File: src/rtl/scan_tap_pkg.sv
package scan_tap_pkg;

  localparam int IR_W = 4;

  typedef enum logic [3:0] {
    ST_TLR, ST_RTI,
    ST_SEL_DR, ST_CAP_DR, ST_SH_DR, ST_EX1_DR, ST_PAU_DR, ST_EX2_DR, ST_UPD_DR,
    ST_SEL_IR, ST_CAP_IR, ST_SH_IR, ST_EX1_IR, ST_PAU_IR, ST_EX2_IR, ST_UPD_IR
  } tap_state_e;

  typedef enum logic [1:0] {
    SEL_BYPASS, SEL_IDCODE, SEL_BOUNDARY, SEL_DEVRST
  } dr_sel_e;

  localparam logic [IR_W-1:0] OP_EXTEST  = 4'h0;
  localparam logic [IR_W-1:0] OP_IDCODE  = 4'h1;
  localparam logic [IR_W-1:0] OP_SAMPLE  = 4'h2;
  localparam logic [IR_W-1:0] OP_DEVRST  = 4'hC;
  localparam logic [IR_W-1:0] OP_BYPASS  = 4'hF;
  localparam logic [IR_W-1:0] IR_CAPTURE = 4'b0001;

  // Map an opcode to the data register it places between tdi and tdo.
  function automatic dr_sel_e decode_op(input logic [IR_W-1:0] op);
    case (op)
      OP_EXTEST, OP_SAMPLE: return SEL_BOUNDARY;
      OP_IDCODE:            return SEL_IDCODE;
      OP_DEVRST:            return SEL_DEVRST;
      default:              return SEL_BYPASS;
    endcase
  endfunction

endpackage

File: src/rtl/scan_tap_fsm.sv
module scan_tap_fsm
  import scan_tap_pkg::*;
(
  input  logic       tck,
  input  logic       rst,
  input  logic       port_en,
  input  logic       tms,
  output tap_state_e state_q,
  output logic       in_tlr,
  output logic       cap_dr,
  output logic       sh_dr,
  output logic       upd_dr,
  output logic       cap_ir,
  output logic       sh_ir,
  output logic       upd_ir
);

  tap_state_e state_d;

  always_comb begin
    state_d = state_q;
    case (state_q)
      ST_TLR:    state_d = tms ? ST_TLR    : ST_RTI;
      ST_RTI:    state_d = tms ? ST_SEL_DR : ST_RTI;
      ST_SEL_DR: state_d = tms ? ST_SEL_IR : ST_CAP_DR;
      ST_CAP_DR: state_d = tms ? ST_EX1_DR : ST_SH_DR;
      ST_SH_DR:  state_d = tms ? ST_EX1_DR : ST_SH_DR;
      ST_EX1_DR: state_d = tms ? ST_UPD_DR : ST_PAU_DR;
      ST_PAU_DR: state_d = tms ? ST_EX2_DR : ST_PAU_DR;
      ST_EX2_DR: state_d = tms ? ST_UPD_DR : ST_SH_DR;
      ST_UPD_DR: state_d = tms ? ST_SEL_DR : ST_RTI;
      ST_SEL_IR: state_d = tms ? ST_TLR    : ST_CAP_IR;
      ST_CAP_IR: state_d = tms ? ST_EX1_IR : ST_SH_IR;
      ST_SH_IR:  state_d = tms ? ST_EX1_IR : ST_SH_IR;
      ST_EX1_IR: state_d = tms ? ST_UPD_IR : ST_PAU_IR;
      ST_PAU_IR: state_d = tms ? ST_EX2_IR : ST_PAU_IR;
      ST_EX2_IR: state_d = tms ? ST_UPD_IR : ST_SH_IR;
      ST_UPD_IR: state_d = tms ? ST_SEL_DR : ST_RTI;
      default:   state_d = ST_TLR;
    endcase
  end

  // A gated port is parked in Test-Logic-Reset, the same as a reset.
  always_ff @(posedge tck) begin
    if (rst || !port_en) state_q <= ST_TLR;
    else                 state_q <= state_d;
  end

  assign in_tlr = (state_q == ST_TLR);
  assign cap_dr = (state_q == ST_CAP_DR);
  assign sh_dr  = (state_q == ST_SH_DR);
  assign upd_dr = (state_q == ST_UPD_DR);
  assign cap_ir = (state_q == ST_CAP_IR);
  assign sh_ir  = (state_q == ST_SH_IR);
  assign upd_ir = (state_q == ST_UPD_IR);

endmodule

File: src/rtl/scan_tap_ir.sv
module scan_tap_ir
  import scan_tap_pkg::*;
(
  input  logic            tck,
  input  logic            rst,
  input  logic            tdi,
  input  logic            in_tlr,
  input  logic            cap_en,
  input  logic            sh_en,
  input  logic            upd_en,
  output logic [IR_W-1:0] active_op,
  output logic            ir_tdo
);

  logic [IR_W-1:0] sr_q;

  always_ff @(posedge tck) begin
    if (rst || in_tlr) begin
      sr_q      <= IR_CAPTURE;
      active_op <= OP_IDCODE;
    end else begin
      if (cap_en)     sr_q <= IR_CAPTURE;
      else if (sh_en) sr_q <= {tdi, sr_q[IR_W-1:1]};
      if (upd_en)     active_op <= sr_q;
    end
  end

  assign ir_tdo = sr_q[0];

endmodule

File: src/rtl/scan_tap_bsr.sv
module scan_tap_bsr #(
  parameter int N_PINS = 4
) (
  input  logic              tck,
  input  logic              rst,
  input  logic              tdi,
  input  logic              cap_en,
  input  logic              sh_en,
  input  logic              upd_en,
  input  logic              drive_pins,
  input  logic              hold_hiz,
  input  logic [N_PINS-1:0] pin_in,
  input  logic [N_PINS-1:0] core_out,
  input  logic [N_PINS-1:0] core_oe,
  output logic [N_PINS-1:0] pad_out,
  output logic [N_PINS-1:0] pad_oe,
  output logic              chain_tdo
);

  localparam int CELLS_PER_PIN = 3;
  localparam int CHAIN_LEN     = CELLS_PER_PIN * N_PINS;

  logic [CHAIN_LEN-1:0] snap;
  logic [CHAIN_LEN-1:0] shift_q;
  logic [N_PINS-1:0]    lat_out_q;
  logic [N_PINS-1:0]    lat_oe_q;

  for (genvar p = 0; p < N_PINS; p++) begin : g_pin
    assign snap[CELLS_PER_PIN*p]     = pin_in[p];
    assign snap[CELLS_PER_PIN*p + 1] = core_out[p];
    assign snap[CELLS_PER_PIN*p + 2] = core_oe[p];

    always_ff @(posedge tck) begin
      if (rst) begin
        lat_out_q[p] <= 1'b0;
        lat_oe_q[p]  <= 1'b0;
      end else if (upd_en) begin
        lat_out_q[p] <= shift_q[CELLS_PER_PIN*p + 1];
        lat_oe_q[p]  <= shift_q[CELLS_PER_PIN*p + 2];
      end
    end

    // Pad mux: boundary latches win, then the reset float, then the core.
    assign pad_out[p] = drive_pins ? lat_out_q[p] : core_out[p];
    assign pad_oe[p]  = drive_pins ? lat_oe_q[p]  : (core_oe[p] & ~hold_hiz);
  end

  always_ff @(posedge tck) begin
    if (rst)         shift_q <= '0;
    else if (cap_en) shift_q <= snap;
    else if (sh_en)  shift_q <= {tdi, shift_q[CHAIN_LEN-1:1]};
  end

  assign chain_tdo = shift_q[0];

endmodule

File: src/rtl/scan_tap.sv
module scan_tap
  import scan_tap_pkg::*;
#(
  parameter int          N_PINS   = 4,
  parameter int          REVISION = 18,
  parameter logic [15:0] PART_NUM = 16'hA5C3,
  parameter logic [10:0] MAKER_ID = 11'h0B7
) (
  input  logic              tck,
  input  logic              rst,
  input  logic              tms,
  input  logic              tdi,
  output logic              tdo,
  output logic              tdo_oe,
  input  logic              tap_fuse_ok,
  input  logic              tap_disable,
  input  logic [N_PINS-1:0] pin_in,
  input  logic [N_PINS-1:0] core_out,
  input  logic [N_PINS-1:0] core_oe,
  input  logic              core_in_reset,
  output logic [N_PINS-1:0] pad_out,
  output logic [N_PINS-1:0] pad_oe,
  output logic              dev_rst_req
);

  localparam int             ID_W    = 32;
  localparam logic [3:0]     VERSION = 4'(REVISION % 16);
  localparam logic [ID_W-1:0] ID_WORD = {VERSION, PART_NUM, MAKER_ID, 1'b1};

  logic port_en;
  assign port_en = tap_fuse_ok & ~tap_disable;

  tap_state_e state_q;
  logic in_tlr, cap_dr, sh_dr, upd_dr, cap_ir, sh_ir, upd_ir;

  scan_tap_fsm u_fsm (
    .tck     (tck),
    .rst     (rst),
    .port_en (port_en),
    .tms     (tms),
    .state_q (state_q),
    .in_tlr  (in_tlr),
    .cap_dr  (cap_dr),
    .sh_dr   (sh_dr),
    .upd_dr  (upd_dr),
    .cap_ir  (cap_ir),
    .sh_ir   (sh_ir),
    .upd_ir  (upd_ir)
  );

  logic [IR_W-1:0] ir_op;
  logic            ir_tdo;

  scan_tap_ir u_ir (
    .tck       (tck),
    .rst       (rst),
    .tdi       (tdi),
    .in_tlr    (in_tlr),
    .cap_en    (cap_ir),
    .sh_en     (sh_ir),
    .upd_en    (upd_ir),
    .active_op (ir_op),
    .ir_tdo    (ir_tdo)
  );

  dr_sel_e dr_sel;
  assign dr_sel = decode_op(ir_op);

  // Bypass stage
  logic byp_q;
  always_ff @(posedge tck) begin
    if (rst)                                  byp_q <= 1'b0;
    else if (cap_dr && dr_sel == SEL_BYPASS)  byp_q <= 1'b0;
    else if (sh_dr && dr_sel == SEL_BYPASS)   byp_q <= tdi;
  end

  // Identification word
  logic [ID_W-1:0] id_q;
  always_ff @(posedge tck) begin
    if (rst)                                  id_q <= ID_WORD;
    else if (cap_dr && dr_sel == SEL_IDCODE)  id_q <= ID_WORD;
    else if (sh_dr && dr_sel == SEL_IDCODE)   id_q <= {tdi, id_q[ID_W-1:1]};
  end

  // Device-reset register: one shift stage plus the held bit
  logic rsr_q, rlat_q;
  always_ff @(posedge tck) begin
    if (rst || in_tlr) begin
      rsr_q  <= 1'b0;
      rlat_q <= 1'b0;
    end else begin
      if (cap_dr && dr_sel == SEL_DEVRST)      rsr_q <= rlat_q;
      else if (sh_dr && dr_sel == SEL_DEVRST)  rsr_q <= tdi;
      if (upd_dr && dr_sel == SEL_DEVRST)      rlat_q <= rsr_q;
    end
  end

  assign dev_rst_req = (ir_op == OP_DEVRST) && rlat_q;

  // Boundary chain
  logic chain_tdo;
  logic sel_chain;
  assign sel_chain = (dr_sel == SEL_BOUNDARY);

  scan_tap_bsr #(.N_PINS(N_PINS)) u_bsr (
    .tck        (tck),
    .rst        (rst),
    .tdi        (tdi),
    .cap_en     (cap_dr & sel_chain),
    .sh_en      (sh_dr & sel_chain),
    .upd_en     (upd_dr & sel_chain),
    .drive_pins (ir_op == OP_EXTEST),
    .hold_hiz   (core_in_reset | dev_rst_req),
    .pin_in     (pin_in),
    .core_out   (core_out),
    .core_oe    (core_oe),
    .pad_out    (pad_out),
    .pad_oe     (pad_oe),
    .chain_tdo  (chain_tdo)
  );

  // Serial output: selected path, registered on the falling edge
  logic dr_tdo;
  always_comb begin
    case (dr_sel)
      SEL_IDCODE:   dr_tdo = id_q[0];
      SEL_BOUNDARY: dr_tdo = chain_tdo;
      SEL_DEVRST:   dr_tdo = rsr_q;
      default:      dr_tdo = byp_q;
    endcase
  end

  always_ff @(negedge tck) begin
    if (rst) begin
      tdo    <= 1'b0;
      tdo_oe <= 1'b0;
    end else begin
      tdo    <= sh_ir ? ir_tdo : dr_tdo;
      tdo_oe <= port_en & (sh_ir | sh_dr);
    end
  end

endmodule

File: config.mk
export PLATFORM = sky130hd
export DESIGN_NAME = scan_tap
export DESIGN_NICKNAME = d
export VERILOG_FILES = /design/src/rtl/scan_tap_pkg.sv /design/src/rtl/scan_tap_fsm.sv /design/src/rtl/scan_tap_ir.sv /design/src/rtl/scan_tap_bsr.sv /design/src/rtl/scan_tap.sv
export SDC_FILE = /design/constraint.sdc
export NUM_CORES = 1
export LEC_CHECK = 0
export BUFFER_PORTS_ARGS = -buffer_cell sky130_fd_sc_hd__buf_4
export CORE_UTILIZATION = 55
export DETAILED_ROUTE_END_ITERATION = 16
export PLACE_DENSITY_LB_ADDON = 0.2
export SYNTH_ARGS = -nofsm -noshare
export SYNTH_HDL_FRONTEND = slang
export SYNTH_SLANG_ARGS = --single-unit
File: constraint.sdc
create_clock -name tck -period 1.93 [get_ports tck]
set_input_delay 0 -clock tck [delete_from_list [all_inputs] [get_ports tck]]
set_output_delay 0 -clock tck [all_outputs]
set_load 0.05 [all_outputs]
Word level (Yosys, flattened, before mapping). Index checks and enable logic that the tools add are counted.

Bits of input ports: 19. Bits in registers: 69.

Bitwise logic cells: 13. Mux-type cells: 28. Eq/ne operators: 21. Reductions and logical operators: 23.

Operators by type and width (count): 4-bit case mux with 12 select lines (1); 4-bit equality test, second input constant (9); 12-bit two-way mux (2); 4-bit by 3-bit equality test with 1-bit output, second input constant (4); 4-bit two-way mux (4); 1-bit two-way mux (14); 4-bit by 2-bit equality test with 1-bit output, second input constant (3); 2-bit OR reduction (6); 1-bit bitwise AND (9); 4-bit by 1-bit equality test with 1-bit output, second input constant (2); 1-bit logical AND (8); 4-bit logical NOT (2); 2-bit two-way mux (3); 3-bit two-way mux (2); 2-bit case mux with 3 select lines (1); 2-bit equality test, second input constant (2); 2-bit nonzero test (2); 1-bit case mux with 3 select lines (1); 3-bit OR reduction (1); 2-bit by 1-bit equality test with 1-bit output, second input constant (1); 2-bit logical NOT (1); 1-bit logical OR (2); 1-bit inverter (2); 1-bit OR (2); 1-bit logical NOT (1).

Longest topological paths before layout.
Depth in word-level cells: 7. Gate-level depth with buffers: 8. Depth with buffers taken out: 4.

Hierarchy. Synthesis repeated with hierarchy kept, for this count alone.

Cells, all modules: 346. Area, all modules: 3263.1 um^2.

Modules (own cells, without submodules): scan_tap (cells an instance 173, times used 1, area an instance 1615.3 um^2, sequential area each 740.7 um^2); scan_tap_bsr (cells an instance 95, times used 1, area an instance 991.0 um^2, sequential area each 400.4 um^2); scan_tap_fsm (cells an instance 50, times used 1, area an instance 359.1 um^2, sequential area each 80.1 um^2); scan_tap_ir (cells an instance 28, times used 1, area an instance 297.8 um^2, sequential area each 160.2 um^2).

==> impl_metrics.toml <==
[logic_synthesis]
postSynthCellCount = 292
syn-num-nets = 311
synth_enable_flop_cells = 0
syn_avg_cell_area_um2 = 10.05
async_reset_ff_share_pct = 0
post_synth_num_cell_types = 54
synth.top_cells.by_area = "dfxtp_1 47%, mux2i_1 9.6%, a22o_1 6.0%, nor2_1 5.1%, o22a_1 4.5%"
synth_sequential_area_ratio_pct = 47.08
netlist.top_cell.by_area = "dfxtp_1"
synth_ff_type = "dfxtp_1"
mapped_cell_area_um2 = 2934
yosys_register_bits = 69
ys.warnings.count = 0
synth_top_area_share_pct = 47.08

[route]
drt_iter0_markers = 129
antenna_left = 0
detailedRoute.firstPassIterationCount = 4
routed-via-count = 2452
remaining_drc_errors = 0
avgViaCountPerCell = 5.663
avgRoutedWirePerCell_um = 15.82
detail_route.wirelength_um = 6848

[sta]
fin_setup_tns_ns = -0.2509
maxSlewHeadroom_pct = 70.21
grt_setup_unrepaired = "true"
setup-violations-final = 1
final_ws_setup_ns = -0.2509
tightest_slew_ns = 0.4468
finClkSkew_ns = 0.04851
maxSlewViolCount = 0
holdWs_ns = 0.007220
timing_hold_violations_final = 0

[worst_setup_path]
crit-reg2reg-launch = "u_ir.active_op[3]"
endpoint_kind = "flip-flop"
data_arrival_time_at_the_worst_slack_endpoint_ns = 1.50
cp.required_ns = 1.25
r2r_cells = 5
timing.critical_path.from = "u_ir.active_op[3]"
timing.setup.critical_path_class = "flip-flop to flip-flop"
path_max_fanout = 5
path_cells = "buf_6 -> nor4b_4 -> nor3_1 -> a311oi_1 -> o21ai_1"
r2r_end = "tdo"
critPathSlowestCell = "dfxtp_4"
ff2ff_setup_slack_ns = -0.25
critical-path-max-stage-delay_ns = 0.36
critical_path.startpoint_type = "flip-flop"

[finish]
final_util_pct = 75.65
multi_input_gate_area_um2 = 1463
antenna_cells_inserted = 0
final_common_cell = "buf_4"
fin_nets = 377
area.growth.synth_to_final_pct = 31.68
leading_cell_types_in_the_layout_fill_and_taps_excluded = "65 x buf_4, 63 x dfxtp_1, 39 x nor2_1"
final-seq-area_um2 = 1396
final.fill_count = 361
drive_above_1_share_pct = 33.61

[min_path]
holdCritPathClass = "input port to flip-flop"
hold_end = "u_bsr.shift_q[3]"
hold_start = "pin_in[1]"
hold_depth = 3

[status]
violations = "setup timing"
status = "finished, violations left"

[placed_design]
io_buffers = 29
place.gp.congestion = 0.8517
place.detailed.hpwl_um = 4243

[die]
floorplan.die_area_um2 = 5631
rows = 26
start_util_pct = 57.45
ios = 30
chipWidth_um = 75.04
placeableCoreArea_um2 = 5107
floorplan.die.height_um = 75.04

[power]
powerDensity_nw_per_um2 = 731.0
total_power_mw = 2.824
power.ir.vdd_worst_v = 0.0005287
leakagePower_nw = 1.548

[clock_network]
numClockSinks = 69
cts-root-buf = "clkbuf_8"
tritoncts = "built"
cts.htree.levels = 3
cts_made_buffers = 9
cts_clock_pin_slew_for_the_worst_setup_and_hold_paths_ns = 0.08
clkLatencyLatePin_ns = 0.39
max-clock-path-buffers = 2

[global_route]
grt_pass1_wl_um = 10790
pin_count_of_the_biggest_net_entering_global_routing = 29
globalRouteTotalUtil_pct = 25.94
overflow = 0
initial_antenna_violation_count = 0
first_global_vias = 2302

[flow_run]
max_cap_violations = 0
## worst max-delay path by stage
stage,to,depth (start not counted)
final,tdo,5
after detailed placement,tdo,4
after floorplan,tdo,5
after global placement,tdo,4
after CTS,tdo,5
after global routing,tdo,5
## critical path, delay by kind of cell (launching register included)
family	cells	cell delay, ns
compound gates	2	0.29
buf+inv	1	0.12
flops	1	0.36
simple gates	2	0.38
## flip-flops by register name, summed over array words and instances (netlist names)
register	flops
id_q	32
u_bsr.shift_q	12
u_bsr.lat_oe_q	4
u_bsr.lat_out_q	4
u_fsm.state_q	4
u_ir.active_op	4
u_ir.sr_q	4
byp_q	1
rlat_q	1
rsr_q	1
tdo	1
tdo_oe	1
## cells by family (layout without fill, tap and decap cells)
logic type,after synthesis,count (layout),synth area share (%)
xor gates and xnor gates,2,2,0.5971
AOI/OAI and AO/OA,82,82,21.79
muxes,32,32,11.09
buffers and inverters,33,104,6.012
DFF,69,69,47.08
and+or+nand+nor,74,74,13.43
## routing by layer
layer | up-vias | part of all wire (%) | wire length (µm) | track usage (%)
met5 | - | 0 | 0 | 0
met4 | 0 | 1.6 | 109 | 8.805
met3 | 13 | 5.0 | 341 | 8.701
met2 | 73 | 49 | 3333 | 42.44
met1 | 1160 | 45 | 3064 | 32.08
li1 | 1206 | - | - | -
## power breakdown
group	switching (mW)	total, mW	internal [mW]	leakage (nW)
clock	0.603	1.25	0.646	0.117
combinational	0.0896	0.155	0.0653	0.871
sequential	0.000903	1.42	1.42	0.560
total	0.693	2.82	2.13	1.55
## Yosys cell counts, types with 2 or more instances
library cell / count
a211o_1: 2
a211oi_1: 12
a21o_1: 2
a21oi_1: 6
a22o_1: 20
a311oi_1: 3
buf_2: 11
buf_4: 2
buf_6: 4
clkbuf_1: 7
dfxtp_1: 69
inv_1: 7
mux2_2: 4
mux2i_1: 28
nand2_1: 3
nand3_1: 5
nor2_1: 40
nor2b_1: 3
nor3_1: 5
o21a_1: 2
o21ai_0: 9
o22a_1: 15
xnor2_1: 2
## timing repair
action / CTS / global route
setup buffers: 4 / 3
cloned: 0 / 1
pin swaps: 9 / 4
setup endpoints to repair: 18 / 46
hold endpoints to repair: 6 / 0
hold buffers: 3 / 0
resized for setup: 18 / 17
## area by class of cell
type / instances / share of cell area (%)
Clock buffer: 10 / 3.562
Clock inverter: 8 / 2.008
Inverter: 6 / 0.5829
Multi-Input combinational cell: 190 / 37.86
Sequential cell: 69 / 36.14
Tap cell: 70 / 2.267
Timing Repair Buffer: 80 / 17.58
## through the flow
step	cells	instance area [µm²]	setup WS, ns
floorplan	292	2955	-0.4123
global route	433	3864	-0.3374
CTS	429	3752	-0.3016
detailed placement	405	3417	-0.4043
global placement	405	3417	-0.3793
finish	433	3864	-0.2509
Note: power is estimated with default switching activity, not from simulation.
